## config.mk

```make
export PLATFORM = sky130hd
export DESIGN_NAME = led_grid_scanner
export DESIGN_NICKNAME = d
export VERILOG_FILES = /design/src/rtl/grid_scan_pkg.sv /design/src/rtl/grid_scan_timer.sv /design/src/rtl/grid_seg_driver.sv /design/src/rtl/key_scan_latch.sv /design/src/rtl/led_grid_scanner.sv
export SDC_FILE = /design/constraint.sdc
export NUM_CORES = 1
export LEC_CHECK = 0
export ABC_AREA = 0
export BUFFER_PORTS_ARGS = -buffer_cell sky130_fd_sc_hd__clkbuf_2
export CELL_PAD_IN_SITES_DETAIL_PLACEMENT = 1
export CELL_PAD_IN_SITES_GLOBAL_PLACEMENT = 2
export CORE_MARGIN = 2
export CORE_UTILIZATION = 32
export CTS_CLUSTER_SIZE = 28
export DETAILED_ROUTE_END_ITERATION = 10
export PLACE_DENSITY = 0.86
export SYNTH_ARGS = -nofsm -noshare
export SYNTH_HDL_FRONTEND = slang
export SYNTH_SLANG_ARGS = --single-unit
```

## constraint.sdc

```tcl
create_clock -name clk -period 2.9 [get_ports clk]
set_input_delay 0.58 -clock clk [delete_from_list [all_inputs] [get_ports clk]]
set_output_delay 0.58 -clock clk [all_outputs]
set_load 0.005 [all_outputs]
```

## src/rtl/grid_scan_pkg.sv

```systemverilog
package grid_scan_pkg;

    localparam int SUBTICKS   = 16;
    localparam int SUB_W      = $clog2(SUBTICKS);
    localparam int SLOT_W     = 3;
    localparam int KEYS       = 7;
    localparam int SEG_W      = 7;
    localparam int GRID_PINS  = 4;
    localparam int SHARED_BIT = 5;

    typedef enum logic {
        MODE_G4S8 = 1'b0,
        MODE_G5S7 = 1'b1
    } scan_mode_e;

    typedef struct packed {
        scan_mode_e            mode;
        logic [SLOT_W-1:0]     slot;
        logic [SUB_W-1:0]      sub;
        logic                  key_slot;
        logic                  fetch_lo;
        logic                  fetch_hi;
        logic                  sub_end;
        logic                  cycle_end;
    } scan_pos_t;

    function automatic logic [SLOT_W-1:0] grid_count(input scan_mode_e m);
        return (m == MODE_G5S7) ? SLOT_W'(5) : SLOT_W'(4);
    endfunction

    function automatic logic [SUB_W:0] dim_width(input logic [2:0] code);
        logic [SUB_W:0] w;
        case (code)
            3'd0:    w = 5'd1;
            3'd1:    w = 5'd2;
            3'd2:    w = 5'd4;
            3'd3:    w = 5'd10;
            3'd4:    w = 5'd11;
            3'd5:    w = 5'd12;
            3'd6:    w = 5'd13;
            default: w = 5'd14;
        endcase
        return w;
    endfunction

endpackage

```

## src/rtl/grid_scan_timer.sv

```systemverilog
module grid_scan_timer
    import grid_scan_pkg::*;
#(
    parameter int PRESCALE = 4
) (
    input  logic      clk,
    input  logic      rst,
    input  logic      mode_sel,
    output scan_pos_t pos,
    output logic [3:0] ram_addr
);
    localparam int PRE_W = (PRESCALE > 2) ? $clog2(PRESCALE) : 1;
    localparam logic [PRE_W-1:0] PRE_LAST = PRE_W'(PRESCALE - 1);
    localparam logic [SUB_W-1:0] SUB_LAST = SUB_W'(SUBTICKS - 1);

    logic [PRE_W-1:0]  pre_q;
    logic [SUB_W-1:0]  sub_q;
    logic [SLOT_W-1:0] slot_q;
    scan_mode_e        mode_q;
    logic [SLOT_W-1:0] key_idx;
    logic              pre_end;
    logic              cyc_end;

    initial begin
        prescale_min_chk: assert (PRESCALE >= 2)
            else $error("PRESCALE must be at least 2");
    end

    assign key_idx = grid_count(mode_q);
    assign pre_end = (pre_q == PRE_LAST);
    assign cyc_end = pre_end && (sub_q == SUB_LAST) && (slot_q == key_idx);

    always_ff @(posedge clk) begin
        if (rst) begin
            pre_q  <= '0;
            sub_q  <= '0;
            slot_q <= '0;
            mode_q <= scan_mode_e'(mode_sel);
        end else if (pre_end) begin
            pre_q <= '0;
            if (sub_q == SUB_LAST) begin
                sub_q <= '0;
                if (slot_q == key_idx) begin
                    slot_q <= '0;
                    mode_q <= scan_mode_e'(mode_sel);
                end else begin
                    slot_q <= slot_q + 1'b1;
                end
            end else begin
                sub_q <= sub_q + 1'b1;
            end
        end else begin
            pre_q <= pre_q + 1'b1;
        end
    end

    always_comb begin
        pos.mode      = mode_q;
        pos.slot      = slot_q;
        pos.sub       = sub_q;
        pos.key_slot  = (slot_q == key_idx);
        pos.fetch_lo  = (sub_q == '0) && (pre_q == PRE_W'(0));
        pos.fetch_hi  = (sub_q == '0) && (pre_q == PRE_W'(1));
        pos.sub_end   = pre_end;
        pos.cycle_end = cyc_end;
    end

    assign ram_addr = {slot_q[2:0], pre_q[0]};


    slot_range_chk: assert property (@(posedge clk) disable iff (rst)
        slot_q <= grid_count(mode_q));


    mode_hold_chk: assert property (@(posedge clk) disable iff (rst)
        !cyc_end |=> $stable(mode_q));

endmodule

```

## src/rtl/grid_seg_driver.sv

```systemverilog
module grid_seg_driver
    import grid_scan_pkg::*;
(
    input  logic                 clk,
    input  logic                 rst,
    input  scan_pos_t            pos,
    input  logic                 disp_on,
    input  logic [2:0]           dim_code,
    input  logic [7:0]           ram_rdata,
    output logic [GRID_PINS-1:0] grid_n,
    output logic [SEG_W-1:0]     seg_out,
    output logic                 shared_out
);
    logic [SEG_W-1:0] lo_q;
    logic             hi_q;
    logic             lit;
    logic [SEG_W-1:0] key_src;

    always_ff @(posedge clk) begin
        if (rst) begin
            lo_q <= '0;
            hi_q <= 1'b0;
        end else begin
            if (pos.fetch_lo) lo_q <= ram_rdata[SEG_W-1:0];
            if (pos.fetch_hi) hi_q <= ram_rdata[SHARED_BIT];
        end
    end

    assign lit = !pos.key_slot && disp_on && (pos.sub != '0)
                 && ({1'b0, pos.sub} <= dim_width(dim_code));

    for (genvar g = 0; g < GRID_PINS; g++) begin : g_grid
        assign grid_n[g] = !(lit && (pos.slot == SLOT_W'(g)));
    end

    for (genvar k = 0; k < SEG_W; k++) begin : g_keysrc
        assign key_src[k] = pos.key_slot && (pos.sub == SUB_W'(2 * k + 1));
    end

    assign seg_out = pos.key_slot ? key_src : (lit ? lo_q : '0);

    assign shared_out = (pos.mode == MODE_G5S7)
                        ? !(lit && (pos.slot == SLOT_W'(4)))
                        : (lit && hi_q);


    grid_onehot_chk: assert property (@(posedge clk) disable iff (rst)
        $onehot0(~grid_n));


    sub_zero_blank_chk: assert property (@(posedge clk) disable iff (rst)
        (pos.sub == '0 && !pos.key_slot) |-> (seg_out == '0 && grid_n == '1));


    disp_off_chk: assert property (@(posedge clk) disable iff (rst)
        (!disp_on && !pos.key_slot) |-> (seg_out == '0 && grid_n == '1));


    key_slot_drive_chk: assert property (@(posedge clk) disable iff (rst)
        pos.key_slot |-> (grid_n == '1 && $onehot0(seg_out)));

endmodule

```

## src/rtl/key_scan_latch.sv

```systemverilog
module key_scan_latch
    import grid_scan_pkg::*;
(
    input  logic            clk,
    input  logic            rst,
    input  scan_pos_t       pos,
    input  logic            key_in,
    output logic [KEYS-1:0] key_reg
);
    logic [KEYS-1:0] shadow_q;
    logic [KEYS-1:0] take;

    for (genvar k = 0; k < KEYS; k++) begin : g_take
        assign take[k] = pos.key_slot && pos.sub_end
                         && (pos.sub == SUB_W'(2 * k + 1));
    end

    always_ff @(posedge clk) begin
        if (rst) begin
            shadow_q <= '0;
            key_reg  <= '0;
        end else if (pos.cycle_end) begin
            key_reg  <= shadow_q;
            shadow_q <= '0;
        end else begin
            for (int k = 0; k < KEYS; k++) begin
                if (take[k]) shadow_q[k] <= key_in;
            end
        end
    end


    key_hold_chk: assert property (@(posedge clk) disable iff (rst)
        !pos.cycle_end |=> $stable(key_reg));


    one_take_chk: assert property (@(posedge clk) disable iff (rst)
        $onehot0(take));

endmodule

```

## src/rtl/led_grid_scanner.sv

```systemverilog
module led_grid_scanner
    import grid_scan_pkg::*;
#(
    parameter int PRESCALE = 4
) (
    input  logic       clk,
    input  logic       rst,
    input  logic       mode_sel,
    input  logic       disp_on,
    input  logic [2:0] dim_code,
    output logic [3:0] ram_addr,
    input  logic [7:0] ram_rdata,
    input  logic       key_in,
    output logic [3:0] grid_n,
    output logic [6:0] seg_out,
    output logic       shared_out,
    output logic [6:0] key_reg
);
    scan_pos_t pos;

    grid_scan_timer #(.PRESCALE(PRESCALE)) i_timer (
        .clk      (clk),
        .rst      (rst),
        .mode_sel (mode_sel),
        .pos      (pos),
        .ram_addr (ram_addr)
    );

    grid_seg_driver i_drive (
        .clk        (clk),
        .rst        (rst),
        .pos        (pos),
        .disp_on    (disp_on),
        .dim_code   (dim_code),
        .ram_rdata  (ram_rdata),
        .grid_n     (grid_n),
        .seg_out    (seg_out),
        .shared_out (shared_out)
    );

    key_scan_latch i_keys (
        .clk     (clk),
        .rst     (rst),
        .pos     (pos),
        .key_in  (key_in),
        .key_reg (key_reg)
    );

endmodule

```

==> out/metrics.cfg, run 1 <==
[placed_design]
dp_hpwl_mm = 2.88
place_inst = 282
globalplace.congestion = 0.757
portBuffers = 37

[cells_and_area]
drive_gt1_frac = 0.293
area_growth_pct = 21.7
mostFrequentLayoutCells = clkbuf_2, dfxtp_1, nor2_1
fin_cells = 292
fin_util = 0.406
final_common_cell = clkbuf_2
diodes = 0
layout.nets = 252
nFillCells = 632

[logic_synthesis]
yosys_warnings = 0
synth.avg_cell_area_um2 = 9.41
synth_flop_cell = dfxtp_1
synthCells = 182
synth-seq-cells = 32
syn_nets = 213
netlist_area_um2 = 1710
synth_edf_count = 1
synthDistinctLibCells = 35
synth-seq-area-share = 0.380
ys_async_sr_fraction = 0

[detailed_routing]
drt_wl_total_mm = 3.93
firstDrtPassIters = 4
drc = 0
detail-route-antenna-nets = 0
wl_per_cell_um = 13.5
vias = 1382
via_per_inst = 4.73
drt_iter0_drc = 53

[setup_path]
arrival_ps = 2230
cp-start-kind = input port
cp.required_ps = 2320
cp_max_fo = 6
end_kind = output port
worstSetupPathType = input port to output port

[die]
io_pins = 39
die_h_um = 77.2
coreArea_um2 = 5140
num_rows = 26
die_x_um = 77.2
dieArea_um2 = 5950
start_util = 0.333

[timing]
grt_setup_unrepaired = true
max_freq_mhz = 356
drv_slew = 0
worst_pin_slew_ps = 523
hold_violations = 0
fin_skew_ps = 4.88
slew_headroom = 0.651
min_period_ps = 2810
setup_viol = 0
finalCritPeriodShare = 0.969

[power]
netSwitchingFraction = 0.250
switchingPower_mw = 0.236
power_frac_clock = 0.377
sequentialPowerShare = 0.503
ir_drop_v = 0.000294
p_leak_nw = 0.956
p_int_mw = 0.705
powerDensity_nw_per_um2 = 451
pwr-share-comb = 0.121

[hold_path]
hold_path_class = input port to register

[grt]
grtUsageMet2 = 0.229
grtUsageMet3 = 0.0318
grt_max_degree = 25
grt_pass1_wl_mm = 6.60
grt_overflow = 0
grt_pass1_vias = 1348
busiest_layer = met2
grt.total_usage = 0.137
grtUsageMet1 = 0.185
antenna_found_initial = 0

[outcome]
status = complete, no violations

[clocking]
cts_buffers = 5
hold_buffers = 0
tritoncts = yes
htree_levels = 2
cts_root_buf = clkbuf_8
clk_path_buf_depth = 2
clock-sinks = 32
clkSlewWorstSetupHoldPaths_ps = 70
clock_latency_ps = 280

[flow_run]
maxCapViolCount = 0

metal layers:
metal | vias to the layer above | share of wire
li1 | 704 | -
met1 | 649 | 0.49
met5 | - | 0
met4 | 0 | 0.0018
met3 | 2 | 0.039
met2 | 27 | 0.47
power by group through the flow:
stage | Clock, mW | Combinational, mW | Sequential, mW
floorplan | 0 | 0.0823 | 0.480
global placement | 0 | 0.106 | 0.482
CTS | 0.367 | 0.109 | 0.473
global route | 0.391 | 0.128 | 0.476
finish | 0.354 | 0.113 | 0.473
detailed placement | 0 | 0.108 | 0.483
cells by family after synthesis:
kind of cell | after synthesis | synth area share
adder cells (fa/ha/maj) | 15 | 0.110
multiplexers | 24 | 0.140
AND/OR/NAND/NOR | 67 | 0.201
flip-flops | 32 | 0.380
AO/OA/AOI/OAI | 17 | 0.0752
buffers and inverters | 22 | 0.0687
XOR/XNOR | 5 | 0.0256
final timing paths:
path | end | startpoint | slack [ps] | depth (start not counted)
max | seg_out[2] | dim_code[2] | 90 | 12
min | i_timer.mode_q | mode_sel | 480 | 1
max reg2reg | i_timer.mode_q | i_timer.sub_q[0] | 720 | 4
min reg2reg | i_keys.key_reg[5] | i_keys.key_reg[5] | 500 | 2
worst max-delay path: stages:
cell and delay [ps]:
clkbuf_2 100, inv_2 70, nor2_4 40, xnor2_2 130
ha_1 300, nor2b_1 130, o211ai_1 200, a21oi_2 110
nor2_2 150, buf_6 150, a22o_1 160, clkbuf_2 110
stage by stage:
stage	hold slack [ps]	setup TNS (ps)	cell area (um^2)	total power, mW	setup slack (ps)
finish	479	0	2080	0.941	89.5
global route	463	-14.8	2080	0.995	-8.36
CTS	467	0	2040	0.949	14.3
detailed placement	486	0	1950	0.591	50.5
global placement	476	0	1950	0.588	85.0
floorplan	461	0	1710	0.562	422
cells in the mapped netlist (2+ instances only):
cell      number  share of area
a21oi_1        6          0.018
a22o_2         2          0.012
a32o_1         4          0.023
buf_4          5          0.022
buf_6          2          0.013
clkbuf_1       4         0.0088
dfxtp_1       31           0.36
ha_1          15           0.11
inv_1          8          0.018
mux2i_1       24           0.14
nand2_1        7          0.015
nand3_1        7          0.020
nand4_1        6          0.022
nor2_1        31          0.068
nor2b_1        3          0.011
nor3_1         5          0.015
xnor2_1        2          0.010
xor2_1         3          0.015
final cells by class:
cell class | instances | area, um^2 | share of cell area
repair buffers | 45 | 249 | 0.119
well taps | 70 | 87.6 | 0.0420
flip-flops and latches | 32 | 651 | 0.312
multi-input cells | 128 | 966 | 0.463
inverters | 9 | 33.8 | 0.0162
clock buffers | 6 | 82.6 | 0.0396
clock inverters | 2 | 15.0 | 0.00720
what timing repair did:
item	CTS	global route
resized for setup	0	8
endpoints found under the setup margin	0	11
buffers inserted	0	1
(Power assumes the default switching activity.)
==> inputs of run 2 (changes only) <==
--- a/config.mk
+++ b/config.mk
@@ -16,4 +16,5 @@
 export PLACE_DENSITY = 0.86
 export SYNTH_ARGS = -nofsm -noshare
 export SYNTH_HDL_FRONTEND = slang
+export SYNTH_HIERARCHICAL = 1
 export SYNTH_SLANG_ARGS = --single-unit
==> out/metrics.cfg, run 2 <==
[die]
die_x_um = 78.7  ; +2.0%
die_h_um = 78.7  ; +2.0%
dieArea_um2 = 6190  ; +4.0%
coreArea_um2 = 5440  ; +5.8%
start_util = 0.328  ; -0.00498
num_rows = 27  ; +3.8%
io_pins = 39  ; unchanged

[logic_synthesis]
synth_common_cells = dfxtp_1, mux2i_1, nor2_1, nand2_1, inv_1
syn_nets = 218  ; +2.3%
ys_async_sr_fraction = 0  ; unchanged
netlist_area_um2 = 1790  ; +4.2%
yosys_warnings = 6  ; +6
synthCells = 192  ; +5.5%
synth_edf_count = 1  ; unchanged
synthDistinctLibCells = 46  ; +31%
synth-seq-area-share = 0.364  ; -0.0154
synth_flop_cell = dfxtp_1
yosysTopAreaCell = dfxtp_1
synth_top_cell_area_share = 0.348  ; -0.0147
synth.most_common_cell = dfxtp_1
synth.avg_cell_area_um2 = 9.30  ; -1.2%
synth-seq-cells = 32  ; unchanged
synth_area_leaders = dfxtp_1, mux2i_1, ha_1, nor2_1, nand2_1

[timing]
fin_skew_ps = 5.36  ; +0.483 ps
worst_pin_slew_ps = 614  ; +90.8 ps
hold_violations = 0  ; unchanged
slew_headroom = 0.591  ; -0.0605
finalCritPeriodShare = 0.911  ; -0.0585
drv_slew = 0  ; unchanged
whs_ps = 465  ; -13.9 ps
fin_ws_ps = 259  ; +170 ps
finalSetupTns_ps = 0  ; unchanged
max_freq_mhz = 379  ; +6.4%
min_period_ps = 2640  ; -170 ps
grt_setup_unrepaired = false
setup_viol = 0  ; unchanged

[clocking]
clk_path_buf_depth = 2  ; unchanged
htree_levels = 2  ; unchanged
postCtsResizedCells = 0  ; unchanged
cts_root_buf = clkbuf_8
clkSlewWorstSetupHoldPaths_ps = 60  ; about the same
hold_buffers = 0  ; unchanged
tritoncts = yes
cts_buffers = 5  ; unchanged
clock-sinks = 32  ; unchanged
clock_latency_ps = 280  ; about the same
cts_setup_buffers = 0  ; unchanged

[cells_and_area]
design_area_um2 = 2100  ; +0.84%
drive_gt1_frac = 0.262  ; -0.0308
area_growth_pct = 17.7
fin_util = 0.386  ; -0.0191
nFillCells = 669  ; +5.9%
final_common_cell = clkbuf_2
diodes = 0  ; unchanged
mostFrequentLayoutCells = clkbuf_2, dfxtp_1, mux2i_1
fin_cells = 301  ; +3.1%
layout.nets = 254  ; +0.79%

[placed_design]
portBuffers = 37  ; unchanged
dp_slack_ps = 255  ; +204 ps
globalplace.congestion = 0.753  ; -0.48%
dp_hpwl_mm = 2.94  ; +2.2%
dpl_cell_area_um2 = 2010  ; +3.2%
place_inst = 293  ; +3.9%

[power]
p_leak_nw = 0.941  ; -1.5%
ir_drop_v = 0.000273  ; -7.2%
p_total_mw = 0.943  ; +0.19%
powerDensity_nw_per_um2 = 449  ; -0.64%

[grt]
antenna_found_initial = 0  ; unchanged
grt_overflow = 0  ; unchanged
grt_pass1_vias = 1421  ; +5.4%
grt_pass1_wl_mm = 6.87  ; +4.1%
grt.total_usage = 0.140  ; +0.00285
grt_max_degree = 29  ; +16%

[setup_path]
reg2reg_to = i_keys/shadow_q[0]
crit_chain = clkbuf_2, inv_1, nor2_1, xnor2_1, ha_1, nand4b_1, nand3_1, a21oi_2, buf_4, o2bb2ai_1, clkbuf_2
cp_common_cell = clkbuf_2
r2r_start = i_timer/slot_q[0]
crit_end = seg_out[5]
end_kind = output port
cpPeakStageDelay_ps = 270  ; -30 ps
slowest_stage = ha_1
ff2ff_setup_slack_ps = 820  ; +100 ps
cp-start-kind = input port
worstSetupPathType = input port to output port
cp_max_fo = 7  ; +1
arrival_ps = 2060  ; -170 ps
startpoint = dim_code[2]
cp.required_ps = 2320  ; about the same
rr_worst_depth = 7  ; +3

[detailed_routing]
firstDrtPassIters = 4  ; unchanged
vias = 1452  ; +5.1%
drt_iter0_drc = 47  ; -11%
via_per_inst = 4.82  ; +1.9%
wl_per_cell_um = 13.2  ; -2.1%
drc = 0  ; unchanged
detail-route-antenna-nets = 0  ; unchanged
drt_wl_total_mm = 3.97  ; +0.94%
top_layer = met4
routed-wl-met3_um = 151  ; -0.66%
wl_met1_mm = 1.90  ; -1.0%
met2WireLength_mm = 1.87  ; +0.97%

[outcome]
status = complete, no violations

[hold_path]
hold_path_class = register to register

[flow_run]
maxCapViolCount = 0  ; unchanged

-- run 2: cells by family after synthesis --
group / share of synthesized area
compound gates: 0.0890
xor+xnor: 0.0147
fa+ha+maj: 0.0701
buf+inv: 0.0792
flops: 0.364
mux: 0.135
simple gates: 0.248
-- run 2: final cells by class --
type | instances | area [um^2] | share of cell area
Sequential cell | 32 | 651 | 0.310
Multi-Input combinational cell | 134 | 993 | 0.473
Clock buffer | 7 | 86.3 | 0.0411
Clock inverter | 1 | 6.26 | 0.00298
Timing Repair Buffer | 43 | 230 | 0.110
Inverter | 12 | 45.0 | 0.0214
Tap cell | 72 | 90.1 | 0.0429
-- run 2: worst max-delay path: cells and delay by family --
kind,cells,cell delay (ps)
adder cells (fa/ha/maj),1,270
AND/OR/NAND/NOR,3,330
AO/OA/AOI/OAI,2,280
XOR/XNOR,1,130
buffers and inverters,4,450
-- run 2: worst min-delay path by stage --
stage,start,to,slack [ps],cells after the start
after floorplan,i_keys/shadow_q[6],i_keys/shadow_q[6],440,2
after global placement,i_keys/shadow_q[1],i_keys/shadow_q[1],450,2
after detailed placement,i_keys/shadow_q[3],i_keys/shadow_q[3],460,2
after CTS,i_keys/shadow_q[3],i_keys/shadow_q[3],470,2
after global routing,mode_sel,i_timer/mode_q,470,1
final,i_keys/shadow_q[3],i_keys/shadow_q[3],470,2
-- run 2: per-layer routing --
metal  GRT usage  vias to the layer above
met5           0                        -
met4      0.0474                        0
met3      0.0352                        5
met2       0.220                       26
met1       0.188                      685
li1            -                      736
-- run 2: power breakdown --
part           switching, mW  leakage (nW)  internal [mW]
Combinational         0.0567         0.631         0.0516
Sequential            0.0143         0.262          0.460
Clock                  0.167        0.0488          0.193
==> inputs of run 3 (changes only) <==
--- a/config.mk
+++ b/config.mk
@@ -6,7 +6,8 @@
 export NUM_CORES = 1
 export LEC_CHECK = 0
 export ABC_AREA = 0
-export BUFFER_PORTS_ARGS = -buffer_cell sky130_fd_sc_hd__clkbuf_2
+export BUFFER_PORTS_ARGS = -buffer_cell sky130_fd_sc_hd__buf_4
+export CAP_MARGIN = 10
 export CELL_PAD_IN_SITES_DETAIL_PLACEMENT = 1
 export CELL_PAD_IN_SITES_GLOBAL_PLACEMENT = 2
 export CORE_MARGIN = 2
==> out/metrics.cfg, run 3 (same netlist as run 2, synthesis figures left out) <==
[setup_path]
cp_max_fo = 7  ; unchanged
end_kind = output port
r2r_start = i_timer/slot_q[0]
rr_worst_depth = 7  ; unchanged
cp-start-kind = input port
worstSetupPathType = input port to output port
arrival_ps = 2010  ; -50 ps
ff2ff_setup_slack_ps = 810  ; about the same
reg2reg_to = i_keys/shadow_q[2]
cp.required_ps = 2320  ; about the same

[flow_run]
maxCapViolCount = 0  ; unchanged

[clocking]
cts_root_buf = clkbuf_8
tritoncts = yes
cts_buffers = 5  ; unchanged
clock-sinks = 32  ; unchanged
htree_levels = 2  ; unchanged
postCtsResizedCells = 0  ; unchanged
clock_latency_ps = 280  ; about the same
cts_setup_buffers = 0  ; unchanged
clkSlewWorstSetupHoldPaths_ps = 70  ; about the same
hold_buffers = 0  ; unchanged
clk_path_buf_depth = 2  ; unchanged

[grt]
grt_pass1_vias = 1389  ; -2.3%
grt_max_degree = 29  ; unchanged
grt_overflow = 0  ; unchanged
grt_pass1_wl_mm = 6.54  ; -4.7%
grt.total_usage = 0.132  ; -0.00847
antenna_found_initial = 0  ; unchanged

[power]
p_leak_nw = 0.963  ; +2.3%
p_int_mw = 0.712  ; +0.98%
netSwitchingFraction = 0.252  ; -0.000483
switchingPower_mw = 0.239  ; +0.72%
ir_drop_v = 0.000225  ; -18%
pwr-share-comb = 0.122  ; +0.007
sequentialPowerShare = 0.498  ; -0.005
power_frac_clock = 0.380  ; -0.002
powerDensity_nw_per_um2 = 433  ; -3.4%
p_total_mw = 0.952  ; +0.91%

[hold_path]
hold-path-cell-count = 2  ; unchanged
hold_path_class = register to register
hold_end = i_keys/shadow_q[3]
hold_start = i_keys/shadow_q[3]

[cells_and_area]
mostFrequentLayoutCells = buf_4, dfxtp_1, mux2i_1
diodes = 0  ; unchanged
fin_util = 0.404  ; +0.0173
nFillCells = 639  ; -4.5%
area_growth_pct = 23.0
drive_gt1_frac = 0.262  ; unchanged
final_common_cell = buf_4
layout.nets = 254  ; unchanged

[die]
coreArea_um2 = 5440  ; unchanged
die_x_um = 78.7  ; unchanged
start_util = 0.328  ; unchanged
num_rows = 27  ; unchanged
die_h_um = 78.7  ; unchanged
io_pins = 39  ; unchanged
dieArea_um2 = 6190  ; unchanged

[detailed_routing]
via_per_inst = 4.92  ; +2.1%
drt_wl_total_mm = 3.87  ; -2.5%
firstDrtPassIters = 4  ; unchanged
drt_iter0_drc = 29  ; -38%
vias = 1482  ; +2.1%
drc = 0  ; unchanged
wl_per_cell_um = 12.9  ; -2.5%
detail-route-antenna-nets = 0  ; unchanged

[timing]
grt_setup_unrepaired = false
worst_pin_slew_ps = 524  ; -90.0 ps
slew_headroom = 0.651  ; +0.0600
drv_slew = 0  ; unchanged
finalSetupTns_ps = 0  ; unchanged
setup_viol = 0  ; unchanged
finalCritPeriodShare = 0.893  ; -0.0180
fin_skew_ps = 6.55  ; +1.19 ps
hold_violations = 0  ; unchanged
max_freq_mhz = 386  ; +2.0%
min_period_ps = 2590  ; -52.2 ps

[placed_design]
dp_hpwl_mm = 2.88  ; -2.1%
portBuffers = 37  ; unchanged
globalplace.congestion = 0.751  ; -0.33%

[outcome]
status = complete, no violations

==> run 3: cell types whose count changed in the layout (fill, tap and decap cells not counted), sizes merged <==
cell      change
clkinvlp      +1
clkbuf       -37
inv           -1
buf          +37
==> run 3: critical path, stage by stage <==
cell       delay (ps)
buf_4             120
a21oi_1           160
ha_1              300
a21oi_1           160
nand3_1           120
a21oi_2           150
buf_4             170
o2bb2ai_1         120
buf_4             130
==> run 3: routing by layer <==
| metal | share of wire | routed length [um] | GRT usage |
|---|---|---|---|
| met1 | 0.47 | 1810 | 0.164 |
| met2 | 0.48 | 1860 | 0.227 |
| met3 | 0.036 | 141 | 0.0273 |
| met4 | 0.015 | 57 | 0.0421 |
| met5 | 0 | 0 | 0 |
==> run 3: final cells by class <==
cell class,count,area [um^2],share of cell area
clock buffer,7,86.3,0.0393
clock inverter,1,7.51,0.00342
inverter,12,45.0,0.0205
multi-input combinational,134,993,0.452
sequential,32,651,0.296
tap,72,90.1,0.0410
timing repair buffer,43,323,0.147
==> run 3: worst max-delay path by stage <==
stage                      startpoint          to  slack [ps]  cells past startpoint
CTS                       dim_code[2]  seg_out[5]         290                     11
floorplan                 dim_code[2]  seg_out[0]         580                      9
global placement          dim_code[2]  seg_out[5]         310                     11
detailed placement        dim_code[1]  seg_out[5]         300                      9
finish                    dim_code[1]  seg_out[5]         310                      9
global route        i_timer/slot_q[0]  shared_out         150                      6
==> run 3: power by group through the flow <==
stage               logic, mW  registers [mW]  clock network [mW]
finish                  0.116           0.474               0.362
global route            0.131           0.476               0.395
floorplan              0.0839           0.480                   0
global placement        0.115           0.483                   0
CTS                     0.118           0.474               0.374
detailed placement      0.118           0.484                   0
==> run 3: metrics by stage <==
| stage | cells | hold slack (ps) | area [um^2] | setup slack (ps) |
|---|---|---|---|---|
| 5_1_grt | 301 | 469 | 2200 | 150 |
| 4_1_cts | 301 | 470 | 2200 | 290 |
| 3_5_place_dp | 293 | 459 | 2100 | 295 |
| 6_report | 301 | 468 | 2200 | 311 |
| 3_3_place_gp | 293 | 451 | 2100 | 312 |
| 2_1_floorplan | 192 | 438 | 1790 | 585 |
